File: config.mk
export PLATFORM = sky130hd
export DESIGN_NAME = uart_rx_os16
export DESIGN_NICKNAME = d
export VERILOG_FILES = /design/src/rtl/uart_rx_pkg.sv /design/src/rtl/rx_line_sync.sv /design/src/rtl/rx_vote3.sv /design/src/rtl/rx_framer.sv /design/src/rtl/rx_host_regs.sv /design/src/rtl/uart_rx_os16.sv
export SDC_FILE = /design/constraint.sdc
export NUM_CORES = 1
export LEC_CHECK = 0
export CAP_MARGIN = 25
export CORE_UTILIZATION = 52
export CTS_CLUSTER_DIAMETER = 60
export DETAILED_ROUTE_END_ITERATION = 8
export DONT_BUFFER_PORTS = 1
export PLACE_DENSITY = 0.67
export SYNTH_ARGS = -nofsm -noshare
export SYNTH_HDL_FRONTEND = slang
export SYNTH_SLANG_ARGS = --single-unit
File: constraint.sdc
create_clock -name clk -period 2.9 [get_ports clk]
set_clock_uncertainty 0.1 [all_clocks]
set_input_delay 0.58 -clock clk [delete_from_list [all_inputs] [get_ports clk]]
set_output_delay 0.58 -clock clk [all_outputs]
set_load 0.03 [all_outputs]
File: src/rtl/uart_rx_pkg.sv
package uart_rx_pkg;
  typedef enum logic [1:0] {
    RX_HUNT  = 2'd0,
    RX_START = 2'd1,
    RX_DATA  = 2'd2,
    RX_STOP  = 2'd3
  } rx_state_t;
endpackage

File: src/rtl/rx_line_sync.sv
module rx_line_sync #(
  parameter int STAGES = 2
) (
  input  logic clk,
  input  logic rst,
  input  logic d_in,
  output logic d_out
);
  logic [STAGES-1:0] chain;

  generate
    for (genvar i = 0; i < STAGES; i++) begin : g_stage
      if (i == 0) begin : g_first
        always_ff @(posedge clk) begin
          if (rst) chain[0] <= 1'b1;
          else     chain[0] <= d_in;
        end
      end else begin : g_next
        always_ff @(posedge clk) begin
          if (rst) chain[i] <= 1'b1;
          else     chain[i] <= chain[i-1];
        end
      end
    end
  endgenerate

  assign d_out = chain[STAGES-1];
endmodule

File: src/rtl/rx_vote3.sv
module rx_vote3 (
  input  logic clk,
  input  logic rst,
  input  logic tick,
  input  logic s_in,
  output logic prev,
  output logic maj,
  output logic split
);
  logic [1:0] hist;

  always_ff @(posedge clk) begin
    if (rst)       hist <= 2'b11;
    else if (tick) hist <= {hist[0], s_in};
  end

  assign prev  = hist[0];
  assign maj   = (hist[1] & hist[0]) | (hist[1] & s_in) | (hist[0] & s_in);
  assign split = ~((hist[1] == hist[0]) && (hist[0] == s_in));
endmodule

File: src/rtl/rx_framer.sv
module rx_framer
  import uart_rx_pkg::*;
#(
  parameter int OSR    = 16,
  parameter int DATA_W = 8
) (
  input  logic              clk,
  input  logic              rst,
  input  logic              tick,
  input  logic              nine,
  input  logic              s_in,
  input  logic              prev,
  input  logic              maj,
  input  logic              split,
  output logic              done,
  output logic [DATA_W:0]   word,
  output logic              nz,
  output logic              fe
);
  localparam int CW   = $clog2(OSR);
  localparam int BW   = $clog2(DATA_W + 2);
  localparam logic [CW-1:0] EVAL = CW'(OSR / 2 + 1);
  localparam logic [CW-1:0] LAST = CW'(OSR - 1);

  rx_state_t        st;
  logic [CW-1:0]    cnt;
  logic [BW-1:0]    bitn;
  logic [BW-1:0]    nbits;
  logic [DATA_W:0]  shreg;
  logic             nacc;

  assign nbits = nine ? BW'(DATA_W + 1) : BW'(DATA_W);

  always_ff @(posedge clk) begin
    if (rst) begin
      st    <= RX_HUNT;
      cnt   <= '0;
      bitn  <= '0;
      shreg <= '0;
      nacc  <= 1'b0;
      done  <= 1'b0;
      word  <= '0;
      nz    <= 1'b0;
      fe    <= 1'b0;
    end else begin
      done <= 1'b0;
      if (tick) begin
        if (st == RX_HUNT) begin
          if (!s_in && prev) begin
            st   <= RX_START;
            cnt  <= CW'(1);
            nacc <= 1'b0;
          end
        end else begin
          cnt <= (cnt == LAST) ? '0 : cnt + 1'b1;
          if (cnt == EVAL) begin
            case (st)
              RX_START: begin
                if (maj) st <= RX_HUNT;
                else begin
                  st   <= RX_DATA;
                  bitn <= '0;
                  nacc <= split;
                end
              end
              RX_DATA: begin
                shreg <= {maj, shreg[DATA_W:1]};
                nacc  <= nacc | split;
                bitn  <= bitn + 1'b1;
                if (bitn == nbits - 1'b1) st <= RX_STOP;
              end
              default: begin
                done <= 1'b1;
                word <= nine ? shreg : {1'b0, shreg[DATA_W:1]};
                nz   <= nacc | split;
                fe   <= ~maj;
                st   <= RX_HUNT;
              end
            endcase
          end
        end
      end
    end
  end

  assert_stop_count_R3: assert property (@(posedge clk) disable iff (rst)
    (st == RX_STOP) |-> (bitn == nbits));
  assert_hunt_needs_tick_R1: assert property (@(posedge clk) disable iff (rst)
    (st == RX_HUNT && !tick) |=> (st == RX_HUNT));
  assert_done_single_R4: assert property (@(posedge clk) disable iff (rst)
    done |=> !done);
endmodule

File: src/rtl/rx_host_regs.sv
module rx_host_regs #(
  parameter int DATA_W = 8
) (
  input  logic              clk,
  input  logic              rst,
  input  logic              done,
  input  logic [DATA_W:0]   word,
  input  logic              nz,
  input  logic              fe,
  input  logic              stat_rd,
  input  logic              data_rd,
  output logic [DATA_W-1:0] rx_data,
  output logic              rx_bit8,
  output logic              rx_full,
  output logic              rx_overrun,
  output logic              rx_noise,
  output logic              rx_frame_err
);
  logic armed;
  logic any_flag;
  logic clr;
  logic full_eff;

  assign any_flag = rx_full | rx_overrun | rx_noise | rx_frame_err;
  assign clr      = data_rd & armed;
  assign full_eff = rx_full & ~clr;

  always_ff @(posedge clk) begin
    if (rst) begin
      armed        <= 1'b0;
      rx_data      <= '0;
      rx_bit8      <= 1'b0;
      rx_full      <= 1'b0;
      rx_overrun   <= 1'b0;
      rx_noise     <= 1'b0;
      rx_frame_err <= 1'b0;
    end else begin
      if (clr) begin
        armed        <= 1'b0;
        rx_full      <= 1'b0;
        rx_overrun   <= 1'b0;
        rx_noise     <= 1'b0;
        rx_frame_err <= 1'b0;
      end else if (stat_rd && any_flag) begin
        armed <= 1'b1;
      end
      if (done) begin
        if (full_eff) begin
          rx_overrun <= 1'b1;
        end else begin
          rx_data      <= word[DATA_W-1:0];
          rx_bit8      <= word[DATA_W];
          rx_full      <= 1'b1;
          rx_noise     <= nz;
          rx_frame_err <= fe;
        end
      end
    end
  end

  assert_err_implies_full_R5: assert property (@(posedge clk) disable iff (rst)
    (rx_noise || rx_frame_err || rx_overrun) |-> rx_full);
  assert_overrun_keeps_data_R7: assert property (@(posedge clk) disable iff (rst)
    $rose(rx_overrun) |-> ($stable(rx_data) && $stable(rx_bit8)));
  assert_clear_sequence_R8: assert property (@(posedge clk) disable iff (rst)
    (data_rd && armed && !done) |=> (!rx_full && !rx_overrun && !rx_noise && !rx_frame_err));
  assert_unarmed_read_R9: assert property (@(posedge clk) disable iff (rst)
    (data_rd && !armed && rx_full) |=> rx_full);
endmodule

File: src/rtl/uart_rx_os16.sv
module uart_rx_os16 #(
  parameter int OSR         = 16,
  parameter int DATA_W      = 8,
  parameter int SYNC_STAGES = 2
) (
  input  logic              clk,
  input  logic              rst,
  input  logic              sample_tick,
  input  logic              rxd,
  input  logic              nine_bit_mode,
  input  logic              stat_rd,
  input  logic              data_rd,
  output logic [DATA_W-1:0] rx_data,
  output logic              rx_bit8,
  output logic              rx_full,
  output logic              rx_overrun,
  output logic              rx_noise,
  output logic              rx_frame_err
);
  logic            line_s;
  logic            prev, maj, split;
  logic            done, nz, fe;
  logic [DATA_W:0] word;

  rx_line_sync #(.STAGES(SYNC_STAGES)) u_sync (
    .clk(clk), .rst(rst), .d_in(rxd), .d_out(line_s)
  );

  rx_vote3 u_vote (
    .clk(clk), .rst(rst), .tick(sample_tick), .s_in(line_s),
    .prev(prev), .maj(maj), .split(split)
  );

  rx_framer #(.OSR(OSR), .DATA_W(DATA_W)) u_frm (
    .clk(clk), .rst(rst), .tick(sample_tick), .nine(nine_bit_mode),
    .s_in(line_s), .prev(prev), .maj(maj), .split(split),
    .done(done), .word(word), .nz(nz), .fe(fe)
  );

  rx_host_regs #(.DATA_W(DATA_W)) u_regs (
    .clk(clk), .rst(rst), .done(done), .word(word), .nz(nz), .fe(fe),
    .stat_rd(stat_rd), .data_rd(data_rd),
    .rx_data(rx_data), .rx_bit8(rx_bit8), .rx_full(rx_full),
    .rx_overrun(rx_overrun), .rx_noise(rx_noise), .rx_frame_err(rx_frame_err)
  );

  assert_tick_sparse_R2: assert property (@(posedge clk) disable iff (rst)
    sample_tick |=> !sample_tick);
endmodule

After elaboration in Yosys (flattened, before gate mapping)
Index checks and enable logic that the tools add are counted.
{ "word_totals": {"word_cells": 101, "in_bits": 7, "register_bits": 50} }
{ "classes": {"eq_ne": 11, "add_sub_neg": 3, "n_bitwise": 19, "n_mux": 31, "n_reduce_logical": 18} }
{ "op_table": {"columns": ["cell", "count"], "rows": [
  ["two-way mux 1 bit", 18],
  ["two-way mux 4 bit", 4],
  ["AND reduction 4 bit", 3],
  ["two-way mux 2 bit", 5],
  ["AND reduction 5 bit", 2],
  ["two-way mux 9 bit", 1],
  ["adder 4 x 1 -> 4 bit, second input constant", 2],
  ["equality test 4 bit, second input constant", 2],
  ["inverter 1 bit", 8],
  ["one-hot mux 4 bit (2 select lines)", 1],
  ["OR 1 bit", 6],
  ["AND 1 bit", 5],
  ["equality test 4 bit", 1],
  ["inequality test 2 bit, second input constant", 2],
  ["one-hot mux 2 bit (2 select lines)", 1],
  ["AND reduction 2 bit", 2],
  ["nonzero test 2 bit", 2],
  ["OR reduction 2 bit", 2],
  ["OR reduction 4 bit", 1],
  ["subtractor 4 x 1 -> 4 bit, second input constant", 1],
  ["logical AND 1 bit", 3],
  ["inequality test 3 x 1 -> 1 bit, second input constant", 1],
  ["inequality test 3 bit, second input constant", 1],
  ["nonzero test 3 bit", 1],
  ["6 further kinds", 7]
]} }

Longest topological paths before layout
{ "depth": {"depth_word": 7, "mapped_depth": 8, "mapped_depth_nobuf": 6} }

By module
A second synthesis with hierarchy kept.
{ "unflattened": {"cells_unflattened": 240, "hier_area_um2": 2391.0} }
{ "modules_own_cells": {"columns": ["module", "instances", "cells_per_inst", "area_per_inst_um2", "seq_area_each_um2"], "rows": [
  ["rx_framer", 1, 167, 1616.6, 640.6],
  ["rx_host_regs", 1, 59, 611.8, 280.3],
  ["rx_vote3", 1, 10, 110.1, 40.0],
  ["rx_line_sync", 1, 4, 52.6, 40.0]
]} }

Least setup slack after synthesis
Ideal clock, no wire load.
{ "synth_timing": {"kind": "register to register", "startpoint": "register u_frm.st[0]", "endpoint": "register u_frm.bitn[3]", "setup_time_ps": 71, "path_buffers": 1, "slack_ps": 915, "arrival_ps": 1814, "stages_incl_launch_ff": 8, "path_cell_list": "dfxtp_1 inv_1 ha_1 nand2b_4 or2_1 buf_2 or4_1 a21oi_1"} }
{ "synth_via": {"elab_chain_len": 3, "word_cells_on_any_way": 8, "cone_classes": "eq/ne (3); mux (1); bitwise (1); reduce/logical (3)"} }
{ "synth_rtl": {"columns": ["element", "line", "text"], "rows": [
  ["start: declaration", "rx_framer.sv:25", "rx_state_t st;"],
  ["start signal: assignment", "rx_framer.sv:36", "st <= RX_HUNT;"],
  ["start signal: assignment", "rx_framer.sv:50", "st <= RX_START;"],
  ["start signal: assignment", "rx_framer.sv:59", "if (maj) st <= RX_HUNT;"],
  ["equality test 2 x 1 -> 1 bit, or another cell as far along", "rx_framer.sv:57", "case (st)"],
  ["inequality test 2 bit (no line), or another cell as far along", null, null],
  ["AND reduction 5 bit (no line)", null, null],
  ["end signal: assignment", "rx_framer.sv:69", "bitn <= bitn + 1'b1;"],
  ["end: declaration", "rx_framer.sv:27", "logic [BW-1:0] bitn;"]
]} }
Several ways; a longest one is shown, not always the timed one.
A chain may end at the register's enable or synchronous reset.

Final worst setup path
Same ends and word-level chain as after synthesis.

==> results.txt <==
In this run the critical register-to-register path is launched from u_frm.st[0]$_SDFFE_PP0P_. Overall die height: 67.9 µm. Data on the critical path is required at its endpoint by 3.04 ns.

The final layout contains routed wiring with a total length of 4030 µm. Hold path depth: 1. The run gives 0 as the number of diodes.

After routing, the total negative slack on setup checks comes to 0 ns. For this run, design rule violations remaining after detail routing come to 0. Root buffer selected by CTS: sky130_fd_sc_hd__clkbuf_8.

Setup violations remaining at the end of the flow were counted as 0. Post-CTS timing repair inserted 0 buffers for setup. Once routing completed, OpenROAD measured the worst setup slack at 0.757 ns. The worst path uses 73.9% of the clock period. The run gives 256 as the number of nets in the synthesized netlist.

In this run the core area contains 23 standard-cell rows. For this run, the total global-route usage over all layers was measured as 19.0%. The congestion estimate from routability-driven global placement came to 0.875. Synthesis instantiated 42 different standard cells from the library. The first detailed-routing pass took 4 iterations. In this run, CTS created clock tree buffers numbering 5. The number of antenna violations at the first check in global routing was 0. The worst setup path is launched from a flip-flop.

The run gives 0 as the number of hold buffers added after CTS. The first global-routing pass estimated 6440 µm of wire. The net switching power of the design was 0.000244 W.

For this run, the leading register cell type out of synthesis is sky130_fd_sc_hd__dfxtp_1. The logs give 0 for the max-capacitance violation count and 0 for the number of hold-slack violations in the final timing report. The tools report the violation count after the first detailed-routing iteration as 78.

The pre-CTS setup slack was 0.796 ns; the via count of the first global-routing pass was 1,444. For the clock latency on the worst-skew pair, the log shows 0.31 ns. The tools report the warning count from the yosys run as 0. At the pin with the least slew margin, the transition time is 0.482 ns. The switching share of power was 21.4%. Share of post-route cells with drive strength above 1: 7.26%. Of the total power, registers draw 60.9%.

Summed over all cells, the static leakage comes to 0.951 nW. The worst hold path terminates at u_frm.word[8]$_SDFFE_PP0P_. In this run the power density over the cells is 480 mW/mm². After synthesis, flip-flops and latches occupy 44.3% of the total area. The share of total power dissipated in the clock network is 36.7%.

The area of the core came out at 0.00409 mm². The via count was 1,557; the depth of the CTS H-tree was 2. Counting flops and latches in the post-synthesis netlist gives 50. Averaged over all synthesized cells, the footprint is 9.50 µm². The maximum frequency from static timing analysis is 0.467 GHz, and the setup slack of the most critical reg-to-reg path is 0.76 ns. The routed length per instance came out at 14.2 µm. The count of nets left with antenna violations once routing finished came out at 0. From synthesis to final layout, the design area changed by 5.09%. The cell area that synthesis handed to floorplanning was 0.00226 mm². Clock-pin slew was measured on the worst setup and hold paths at 0.09 ns. Setup repair after global routing left no endpoint under its margin. The run gives 2.28 ns as the arrival time of data at the critical path endpoint. Startpoint of the lowest-slack hold path: rst. In this run, post-CTS repair resized a total of 0 instances. The final number of max-transition violations was 0; the fraction of synthesis flops using an asynchronous set or reset pin was 0%. The die width is 67.9 µm.

The initial utilization of the core area, before any placement, comes to 55.3%. TritonCTS built the clock tree. The tools report the endpoint of the most critical register-to-register path as u_frm.bitn[3]$_SDFFE_PP0P_. The path class of the tightest hold or removal check is in -> reg.

The peak supply drop is 0.000294 V, and the number of synthesized flops with an enable pin is 0. The type of the worst setup path is reg -> reg. 20 I/O pins were placed. The count of port buffers added during placement came out at 0. The number of cells produced by synthesis came out at 238. For the largest net degree at the start of global routing, the log shows 55. The clock period minus worst slack was 2.14 ns; the largest buffer count on any clock path was 2.

For the aggregate global routing overflow, the log shows 0. The clock drives 50 sinks. The floorplan die area came out at 0.00462 mm². The flow ran to the end, and the final reports show no timing, DRC or antenna violations. Using the TritonRoute via totals, the vias-per-cell ratio works out to 5.48. STA classifies the critical path endpoint as a flip-flop. The post-detailed-placement half-perimeter wirelength is 2700 µm, and the design internal power is 0.000897 W. Combinational cells account for 2.4% of the total power.

After the last flow step, the layout net total stands at 251. The largest fanout on the critical path came out at 9. The headroom to the max-slew limit came out at 67.7%. The worst register-to-register path has a depth of 6.
==> synthesized netlist by cell type, types with 7 or more instances <==
master / count / area [µm²]
sky130_fd_sc_hd__inv_1: 9 / 33.8
sky130_fd_sc_hd__nand2_1: 10 / 37.5
sky130_fd_sc_hd__o21ai_0: 7 / 35.0
sky130_fd_sc_hd__mux2i_1: 32 / 320
sky130_fd_sc_hd__nor2_1: 38 / 143
sky130_fd_sc_hd__a21oi_1: 9 / 45.0
sky130_fd_sc_hd__a211oi_1: 12 / 90.1
sky130_fd_sc_hd__dfxtp_1: 50 / 1000
sky130_fd_sc_hd__clkbuf_1: 9 / 33.8
sky130_fd_sc_hd__ha_1: 11 / 138
==> layout make-up <==
class | count | area, µm²
Multi-Input combinational cell | 165 | 1170
Inverter | 9 | 33.8
Timing Repair Buffer | 2 | 15.0
Tap cell | 50 | 62.6
Clock buffer | 6 | 82.6
Clock inverter | 2 | 12.5
Fill cell | 367 | 1710
Sequential cell | 50 | 1000
==> logic make-up after synthesis <==
kind of cell    share of synthesized area, %
fa+ha+maj                               6.09
mux                                     14.7
flops                                   44.3
simple gates                            16.2
compound gates                          14.7
buf+inv                                 4.04
==> per-layer routing <==
| metal | global-route usage, % | vias up | share of wire [%] |
|---|---|---|---|
| met4 | 9.38 | 0 | 1.8 |
| li1 | - | 830 | - |
| met3 | 4.50 | 7 | 3.9 |
| met2 | 28.7 | 28 | 41 |
| met5 | 0 | - | 0 |
| met1 | 25.1 | 692 | 53 |
==> cell usage in the layout, fill, tap and decap left out, drive strengths merged, types with 6 or more instances in the layout <==
cell type / n
dfxtp: 50
a21oi: 9
clkbuf: 6
mux2i: 32
nor2: 38
inv: 9
nand2: 10
a211oi: 12
ha: 11
o21ai: 8
==> worst max-delay path by stage <==
| stage | from | end | depth (start not counted) |
|---|---|---|---|
| 2_1_floorplan | u_frm.st[0]$_SDFFE_PP0P_ | u_frm.bitn[3]$_SDFFE_PP0P_ | 7 |
| 3_3_place_gp | u_frm.st[0]$_SDFFE_PP0P_ | u_frm.bitn[3]$_SDFFE_PP0P_ | 6 |
| 3_5_place_dp | u_frm.st[0]$_SDFFE_PP0P_ | u_frm.bitn[3]$_SDFFE_PP0P_ | 6 |
| 4_1_cts | u_frm.st[0]$_SDFFE_PP0P_ | u_frm.bitn[3]$_SDFFE_PP0P_ | 6 |
| 5_1_grt | u_vote.hist[0]$_SDFFE_PP1P_ | u_frm.bitn[3]$_SDFFE_PP0P_ | 5 |
| 6_report | u_frm.st[0]$_SDFFE_PP0P_ | u_frm.bitn[3]$_SDFFE_PP0P_ | 6 |
==> sequential cells by signal, indices dropped and copies added, names as in the netlist, 2 cells and up <==
register        count
u_frm.st            2
u_frm.cnt           4
u_frm.bitn          4
u_frm.word          9
u_vote.hist         2
u_frm.shreg         9
u_regs.rx_data      8
==> power by group through the flow <==
stage	Clock (W)	Combinational, W	Sequential (W)
5_1_grt	0.000455	0.0000315	0.000696
4_1_cts	0.000434	0.0000278	0.000695
2_1_floorplan	0	0.0000365	0.000710
3_3_place_gp	0	0.0000270	0.000710
6_report	0.000418	0.0000277	0.000694
3_5_place_dp	0	0.0000276	0.000711
==> metrics by stage <==
step / total power (W) / std cells / utilization [%] / hold WS, ns / instance area [µm²]
6_report: 0.00114 / 284 / 58.1 / 0.243 / 2380
5_1_grt: 0.00118 / 284 / 58.1 / 0.223 / 2380
4_1_cts: 0.00116 / 284 / 58.1 / 0.228 / 2380
3_5_place_dp: 0.000738 / 276 / 55.8 / 0.296 / 2280
3_3_place_gp: 0.000737 / 276 / 55.8 / 0.292 / 2280
2_1_floorplan: 0.000746 / 238 / - / 0.289 / 2260
==> critical path, stage by stage, from the launching register on <==
cell and delay, ns:
sky130_fd_sc_hd__dfxtp_1 0.39, sky130_fd_sc_hd__inv_1 0.09, sky130_fd_sc_hd__ha_1 0.30, sky130_fd_sc_hd__nand2b_4 0.20, sky130_fd_sc_hd__or2_1 0.31, sky130_fd_sc_hd__or4_1 0.54, sky130_fd_sc_hd__a21oi_1 0.16
Power figures use the tool's default switching activity.
